### src/rtl/spi_snap_pkg.sv
package spi_snap_pkg;
    localparam int BYTE_W  = 8;
    localparam int TAIL_W  = 2 * BYTE_W;
    localparam int SYNC_N  = 3;
    typedef enum logic [1:0] {
        ST_IDLE   = 2'd0,
        ST_SHIFT  = 2'd1,
        ST_COMMIT = 2'd2
    } snap_state_t;
endpackage

### src/rtl/spi_snap_sync.sv
module spi_snap_sync #(
    parameter int          W       = 3,
    parameter logic [W-1:0] RST_VAL = '0
) (
    input  logic         clk,
    input  logic         rst_n,
    input  logic [W-1:0] d_async,
    output logic [W-1:0] q,
    output logic [W-1:0] q_prev
);
    logic [W-1:0] stage1;

    for (genvar g = 0; g < W; g++) begin : g_bit
        always_ff @(posedge clk or negedge rst_n) begin
            if (!rst_n) begin
                stage1[g] <= RST_VAL[g];
                q[g]      <= RST_VAL[g];
                q_prev[g] <= RST_VAL[g];
            end else begin
                stage1[g] <= d_async[g];
                q[g]      <= stage1[g];
                q_prev[g] <= q[g];
            end
        end
    end
endmodule

### src/rtl/spi_snap_shifter.sv
module spi_snap_shifter
    import spi_snap_pkg::*;
#(
    parameter int SR_W = 64
) (
    input  logic              clk,
    input  logic              rst_n,
    input  logic              load,
    input  logic [SR_W-1:0]   snap,
    input  logic              en,
    input  logic              sck_rise,
    input  logic              sck_fall,
    input  logic              mosi,
    output logic              out_bit,
    output logic [TAIL_W-1:0] tail,
    output logic              tail_ok
);
    localparam int CNT_W = $clog2(TAIL_W + 1);

    logic [SR_W-1:0]  sr;
    logic [CNT_W-1:0] cnt;

    always_ff @(posedge clk or negedge rst_n) begin
        if (!rst_n) begin
            sr      <= '0;
            cnt     <= '0;
            out_bit <= 1'b0;
        end else if (load) begin
            sr      <= snap;
            cnt     <= '0;
            out_bit <= snap[SR_W-1];
        end else if (en) begin
            if (sck_rise) begin
                sr <= {sr[SR_W-2:0], mosi};
                if (cnt != CNT_W'(TAIL_W))
                    cnt <= cnt + 1'b1;
            end
            if (sck_fall)
                out_bit <= sr[SR_W-1];
        end
    end

    assign tail    = sr[TAIL_W-1:0];
    assign tail_ok = (cnt == CNT_W'(TAIL_W));

    assert_cnt_bound_R7: assert property (@(posedge clk) disable iff (!rst_n)
        cnt <= CNT_W'(TAIL_W));
endmodule

### src/rtl/spi_snap_fsm.sv
module spi_snap_fsm
    import spi_snap_pkg::*;
(
    input  logic              clk,
    input  logic              rst_n,
    input  logic              cs_fall,
    input  logic              cs_rise,
    input  logic [TAIL_W-1:0] tail,
    input  logic              tail_ok,
    output logic              load,
    output logic              shifting,
    output logic [BYTE_W-1:0] ctrl_reg,
    output logic [BYTE_W-1:0] blk_reg,
    output logic              wr_strobe
);
    snap_state_t state, state_nx;
    logic        do_commit;

    always_ff @(posedge clk or negedge rst_n) begin
        if (!rst_n) state <= ST_IDLE;
        else        state <= state_nx;
    end

    always_comb begin
        state_nx = state;
        unique case (state)
            ST_IDLE:   if (cs_fall) state_nx = ST_SHIFT;
            ST_SHIFT:  if (cs_rise) state_nx = ST_COMMIT;
            ST_COMMIT: state_nx = ST_IDLE;
            default:   state_nx = ST_IDLE;
        endcase
    end

    assign load      = (state == ST_IDLE) && cs_fall;
    assign shifting  = (state == ST_SHIFT);
    assign do_commit = (state == ST_COMMIT) && tail_ok && tail[BYTE_W-1];

    always_ff @(posedge clk or negedge rst_n) begin
        if (!rst_n) begin
            ctrl_reg  <= '0;
            blk_reg   <= '0;
            wr_strobe <= 1'b0;
        end else begin
            wr_strobe <= do_commit;
            if (do_commit) begin
                ctrl_reg <= tail[BYTE_W-1:0];
                blk_reg  <= tail[TAIL_W-1:BYTE_W];
            end
        end
    end

    assert_strobe_single_R8: assert property (@(posedge clk) disable iff (!rst_n)
        wr_strobe |=> !wr_strobe);
    assert_regs_hold_R8: assert property (@(posedge clk) disable iff (!rst_n)
        !wr_strobe |-> ($stable(ctrl_reg) && $stable(blk_reg)));
    assert_commit_flag_R6: assert property (@(posedge clk) disable iff (!rst_n)
        wr_strobe |-> ctrl_reg[BYTE_W-1]);
    assert_commit_len_R7: assert property (@(posedge clk) disable iff (!rst_n)
        wr_strobe |-> $past(tail_ok));
endmodule

### src/rtl/spi_snap_slave.sv
module spi_snap_slave
    import spi_snap_pkg::*;
#(
    parameter int SR_W   = 64,
    localparam int FLAG_W = SR_W - 6 * BYTE_W - 2
) (
    input  logic              clk,
    input  logic              rst_n,
    input  logic              spi_sck,
    input  logic              spi_csn,
    input  logic              spi_mosi,
    output logic              spi_miso,
    input  logic [7:0]        qual_in,
    input  logic [7:0]        pos_in,
    input  logic [15:0]       data_in,
    input  logic [FLAG_W-1:0] flag_in,
    input  logic [1:0]        test_in,
    output logic [7:0]        ctrl_reg,
    output logic [7:0]        blk_reg,
    output logic              wr_strobe
);
    logic [SYNC_N-1:0] s_now, s_prev;
    logic              cs_fall, cs_rise, sck_rise, sck_fall;
    logic              load, shifting, out_bit, tail_ok;
    logic [TAIL_W-1:0] tail;
    logic [SR_W-1:0]   snap;

    spi_snap_sync #(.W(SYNC_N), .RST_VAL(3'b100)) u_sync (
        .clk(clk), .rst_n(rst_n),
        .d_async({spi_csn, spi_sck, spi_mosi}),
        .q(s_now), .q_prev(s_prev)
    );

    assign cs_fall  =  s_prev[2] && !s_now[2];
    assign cs_rise  = !s_prev[2] &&  s_now[2];
    assign sck_rise = !s_prev[1] &&  s_now[1];
    assign sck_fall =  s_prev[1] && !s_now[1];

    assign snap = {ctrl_reg, qual_in, pos_in, data_in, blk_reg, flag_in, test_in};

    spi_snap_fsm u_fsm (
        .clk(clk), .rst_n(rst_n),
        .cs_fall(cs_fall), .cs_rise(cs_rise),
        .tail(tail), .tail_ok(tail_ok),
        .load(load), .shifting(shifting),
        .ctrl_reg(ctrl_reg), .blk_reg(blk_reg), .wr_strobe(wr_strobe)
    );

    spi_snap_shifter #(.SR_W(SR_W)) u_shift (
        .clk(clk), .rst_n(rst_n),
        .load(load), .snap(snap), .en(shifting),
        .sck_rise(sck_rise), .sck_fall(sck_fall), .mosi(s_now[0]),
        .out_bit(out_bit), .tail(tail), .tail_ok(tail_ok)
    );

    assign spi_miso = shifting && out_bit;

    assert_miso_quiet_R2: assert property (@(posedge clk) disable iff (!rst_n)
        (s_now[2] && s_prev[2]) |-> !spi_miso);
    assert_miso_edge_R4: assert property (@(posedge clk) disable iff (!rst_n)
        (shifting && !$past(sck_fall) && !$past(load)) |-> $stable(spi_miso));
endmodule

### config.mk
export PLATFORM = sky130hd
export DESIGN_NAME = spi_snap_slave
export DESIGN_NICKNAME = d
export VERILOG_FILES = /design/src/rtl/spi_snap_pkg.sv /design/src/rtl/spi_snap_sync.sv /design/src/rtl/spi_snap_shifter.sv /design/src/rtl/spi_snap_fsm.sv /design/src/rtl/spi_snap_slave.sv
export SDC_FILE = /design/constraint.sdc
export NUM_CORES = 1
export LEC_CHECK = 0
export BUFFER_PORTS_ARGS = -buffer_cell sky130_fd_sc_hd__buf_2
export CAP_MARGIN = 20
export CORE_ASPECT_RATIO = 1.2
export CORE_MARGIN = 2
export CORE_UTILIZATION = 55
export CTS_BUF_LIST = sky130_fd_sc_hd__clkbuf_4 sky130_fd_sc_hd__clkbuf_8 sky130_fd_sc_hd__clkbuf_16
export CTS_CLUSTER_DIAMETER = 100
export CTS_CLUSTER_SIZE = 14
export DETAILED_ROUTE_END_ITERATION = 8
export PLACE_DENSITY = 0.82
export SLEW_MARGIN = 25
export SYNTH_ARGS = -nofsm -noshare
export SYNTH_HDL_FRONTEND = slang
export SYNTH_SLANG_ARGS = --single-unit
export TNS_END_PERCENT = 50
### constraint.sdc
create_clock -name clk -period 2.65 [get_ports clk]
set_input_delay 0.265 -clock clk [delete_from_list [all_inputs] [get_ports clk]]
set_output_delay 0.265 -clock clk [all_outputs]
set_load 0.02 [all_outputs]
# ---- After elaboration in Yosys (flattened, before gate mapping)
# Cells that the tools add are included.
dict set report word_totals {
  register_bits 97
  latch_bits 0
  ramBits 0
  mem_bits_ro 0
  input_bits 53
  out_inout_bits 18
  wordCells 56
  memories 0
}
dict set report op_classes {
  n_addsub 1
  n_mul 0
  n_div 0
  magnitude_cmp 0
  eq_ne 6
  n_shift 0
  n_mux 13
  bitwise 0
  n_reduce_logical 21
}
# cell n
set op_table {}
lappend op_table {{two-way mux 64 bit} 3}
lappend op_table {{two-way mux 5 bit} 4}
lappend op_table {{logical AND 1 bit} 8}
lappend op_table {{nonzero test 2 bit} 4}
lappend op_table {{AND reduction 2 bit} 3}
lappend op_table {{adder 5 x 1 -> 5 bit, second input constant} 1}
lappend op_table {{equality test 5 bit, second input constant} 1}
lappend op_table {{inequality test 5 bit, second input constant} 1}
lappend op_table {{logical NOT 1 bit} 4}
lappend op_table {{two-way mux 2 bit} 2}
lappend op_table {{case mux 2 bit (2 select lines)} 1}
lappend op_table {{two-way mux 1 bit} 3}
lappend op_table {{AND reduction 3 bit} 1}
lappend op_table {{equality test 2 x 1 -> 1 bit, second input constant} 1}
lappend op_table {{equality test 2 bit, second input constant} 1}
lappend op_table {{logical NOT 2 bit} 1}
lappend op_table {{inequality test 2 x 1 -> 1 bit, second input constant} 1}
lappend op_table {{inequality test 2 bit, second input constant} 1}

# ---- Depth between registers and ports, before layout
dict set report logic_depth {
  depth_word 5
  mapped_depth 7
  mapped_depth_nobuf 5
}

# ---- Cells and area by module
# Synthesis repeated with hierarchy kept, for this count alone.
dict set report hier_totals {
  cells_unflattened 387
  area_unflattened_um2 4474.3
}
# mod n_inst cells_per_inst area_each_um2 seq_area_each_um2
set modules_own_cells {}
lappend modules_own_cells {spi_snap_shifter 1 330 3452.1 1751.7}
lappend modules_own_cells {spi_snap_fsm 1 43 752.0 475.5}
lappend modules_own_cells {spi_snap_sync 1 9 229.0 229.0}
lappend modules_own_cells {spi_snap_slave 1 5 41.3 0.0}

# ---- Least setup slack after synthesis
# No wires, ideal clock.
dict set report synth_path {
  kind {reg2reg}
  from {register u_shift.cnt[0]}
  to {register u_fsm.blk_reg[0]}
  setup_time_ns 0.125
  arrival_time_ns 1.715
  t_required_ns 2.525
  path_slack_ns 0.811
  stages_incl_launch_ff 7
  n_path_buf 1
  synth_period_minus_slack_ns 1.839
  cell_sequence {dfrtp_1 > inv_1 > ha_1 > nand4bb_1 > nor3_4 > buf_4 > mux2_2}
}
dict set report synth_between {
  elab_chain_len 3
}
# item line
set synth_lines {}
lappend synth_lines {{start, declared} spi_snap_shifter.sv:21} ;# logic [CNT_W-1:0] cnt;
lappend synth_lines {{start signal, assigned} spi_snap_shifter.sv:36} ;# cnt <= cnt + 1'b1;
lappend synth_lines {{equality test 5 bit} spi_snap_shifter.sv:44} ;# assign tail_ok = (cnt == CNT_W'(TAIL_W));
lappend synth_lines {{logical AND 1 bit (2 in a row)} spi_snap_fsm.sv:36} ;# assign do_commit = (state == ST_COMMIT) && tail_ok && tail[BYTE_W-1];
lappend synth_lines {{net u_fsm.do_commit} spi_snap_fsm.sv:17} ;# logic do_commit;
lappend synth_lines {{end signal, assigned} spi_snap_fsm.sv:47} ;# blk_reg <= tail[TAIL_W-1:BYTE_W];
lappend synth_lines {{end, declared} spi_snap_fsm.sv:13} ;# output logic [BYTE_W-1:0] blk_reg,
# The timed path passes the listed nets, and every way through them passes these cells.
# A chain may end at the register's enable or synchronous reset.

# ---- Worst setup path in the final report
dict set report layout_path {
  from {register u_shift.cnt[0]}
  to {register u_fsm.blk_reg[4]}
}
dict set report layout_between {
  elab_chain_len 3
}
# item line
set layout_lines {}
lappend layout_lines {{equality test 5 bit} spi_snap_shifter.sv:44}
lappend layout_lines {{logical AND 1 bit (2 in a row)} spi_snap_fsm.sv:36}
# Every way passes these cells.

==> impl_metrics.py <==
metrics = {
    "timing": {
        "slew_headroom_pct": 53.2,
        "fmax_mhz": 466,
        "setup_viol": 0,
        "post-route-min-period_ps": 2140,
        "finalCritPeriodShare_pct": 80.9,
        "final-hold-violation-count": 0,
        "fin_setup_tns_ps": 0,
        "slew_violations": 0,
        "fin_hold_ws_ps": 17.3,
        "skew_ps": 14.8,
        "rsz0062_at_grt": "false",
        "worstMarginPinSlew_ps": 702,
    },
    "cells_and_area": {
        "diodes": 0,
        "largest_reg_flops": 64,
        "syn2layout_area_growth_pct": 15.3,
        "drive_gt1_share_pct": 27.3,
        "final_nets": 494,
    },
    "floorplan": {
        "die_x_um": 82.7,
        "die_h_um": 98.4,
        "dieArea_um2": 8140,
        "rows": 34,
        "core_um2": 7230,
        "start_util_pct": 56.5,
        "ios": 71,
    },
    "clock_tree": {
        "clk_path_buf_depth": 2,
        "htreeDepth": 3,
        "cts_sinks": 97,
        "path_clk_slew_ps": 90,
        "clk_latency_ps": 350,
        "cts_root_buffer": "clkbuf_8",
        "cts_buffers": 9,
        "cts_resized": 0,
        "tritoncts": "built",
        "post-cts-setup-buffer-count": 0,
        "ctsHoldBuffers": 2,
    },
    "route": {
        "routed_via_density": 5.90,
        "drc": 0,
        "dr.pass1.iters": 4,
        "wire_per_inst_um": 15.8,
        "drt_iter0_drc": 274,
        "vias": 3151,
        "wl_mm": 8.44,
        "antenna_left": 0,
    },
    "pwr": {
        "ir_drop_v": 0.000458,
        "power.density_nw_per_um2": 715,
        "leakage_nw": 2.43,
    },
    "synthesis": {
        "synth.avg_cell_area_um2": 10.8,
        "synth_nets": 432,
        "ys_ff_latch": 97,
        "ys_types": 29,
        "synth_cells": 377,
        "ys_seq_area_share_pct": 59.5,
        "yosys.area.top_type": "dfrtp_1",
        "yosys_warnings": 0,
        "syn-cell-area_um2": 4090,
        "yosysTopAreaCellShare_pct": 57.6,
        "synthTopCellsByArea": "dfrtp_1 58%, a22oi_1 12%, nand3_1 8.3%",
    },
    "critical_path": {
        "slowest_delay_ps": 500,
        "crit_path_max_fanout": 9,
        "start_kind": "register",
        "crit_type": "register to register",
        "crit_required_ps": 2890,
        "slowest_stage": "nor3_4",
        "path_cells": "inv_1, ha_1, nand4bb_1, nor3_4, buf_4, mux2_2",
        "cp_top_family": "simple AND/OR/NAND/NOR gates",
        "worstPathArrival_ps": 2380,
        "crit_buf_inv": 2,
        "end_kind": "register",
    },
    "grt": {
        "grt_max_degree": 69,
        "grt.overflow.total": 0,
        "grt_antenna_before_repair": 0,
        "grt_pass1_vias": 3163,
        "grt.total_usage_pct": 22.2,
        "grt_pass1_wl_mm": 14.1,
    },
    "run": {
        "cap_violations": 0,
    },
    "place": {
        "hpwl_mm": 5.46,
        "gp_congestion": 0.814,
        "port_buffers": 70,
    },
    "hold_path": {
        "hold_path_class": "primary input to register",
    },
    "status": {
        "outcome": "finished, final reports clean",
    },
}
[routing by layer]
layer  part of all wire, %  wire length (um)  GRT usage [%]  vias to the layer above
met3                   5.1               432           3.94                       10
met5                     0                 0              0                        -
met4                   1.0                87           7.94                        0
met1                    45              3810           30.2                     1579
li1                      -                 -              -                     1482
met2                    49              4100           35.7                       80
[per-stage QoR]
stage	total power [mW]	instances	setup slack (ps)	instance area (um^2)	utilization, %
after CTS	3.40	534	497	4710	65.2
after floorplan	2.31	377	811	4090	-
after global routing	3.57	534	373	4710	65.2
after detailed placement	2.52	516	511	4510	62.4
final	3.37	534	506	4710	65.2
after global placement	2.48	516	632	4510	62.4
[synthesized netlist by cell type (all sizes together)]
master	instances
dfrtp	94
nand2	68
nand3	68
a22oi	63
buf	16
clkbuf	16
mux2	15
a21oi	6
o21ai	5
dfstp	3
inv	3
ha	2
mux2i	2
nand4bb	2
nor2	2
nor4b	2
nor4bb	2
or3	2
a31oi	1
and3b	1
and4bb	1
nor3	1
or2	1
or4b	1
[layout make-up]
class	count	area, um^2
fillers	585	2520
flip-flops and latches	97	2430
multi-input cells	245	1510
repair buffers	83	468
clock buffers	12	153
well taps	90	113
clock inverters	4	28.8
inverters	3	11.3
[kinds of logic after synthesis]
family	Yosys count	share of synthesized area, %
and+or+nand+nor	151	18.0
buffers and inverters	35	4.19
DFF	97	59.5
adders and majority gates	2	0.612
muxes	17	4.62
AOI/OAI and AO/OA	75	13.1
[final timing paths]
path | slack (ps) | cells after the start | to | startpoint
max | 510 | 6 | u_fsm.blk_reg[4] | u_shift.cnt[0]
min | 20 | 1 | u_sync.stage1[1] | spi_sck
max reg2reg | 510 | 6 | u_fsm.blk_reg[4] | u_shift.cnt[0]
min reg2reg | 360 | 0 | u_sync.q[2] | u_sync.stage1[2]
max in group asynchronous | 1530 | 3 | u_sync.q_prev[2] | rst_n
min in group asynchronous | 440 | 2 | u_shift.sr[40] | rst_n
[cell usage in the layout, fill, tap and decap left out, types with 3 or more instances in the layout]
cell type  count
a21oi_1        6
a22oi_1       63
buf_2         69
buf_4         11
clkbuf_8      10
dfrtp_1       94
dfstp_2        3
inv_1          3
mux2_2        15
nand2_1       68
nand3_1       68
o21ai_0        5
[where the power goes]
group	switching (mW)	internal [mW]	total, mW
Sequential	0.203	1.77	1.98
Combinational	0.288	0.227	0.515
Clock	0.492	0.389	0.881
Total	0.983	2.39	3.37
(Power assumes the default switching activity.)
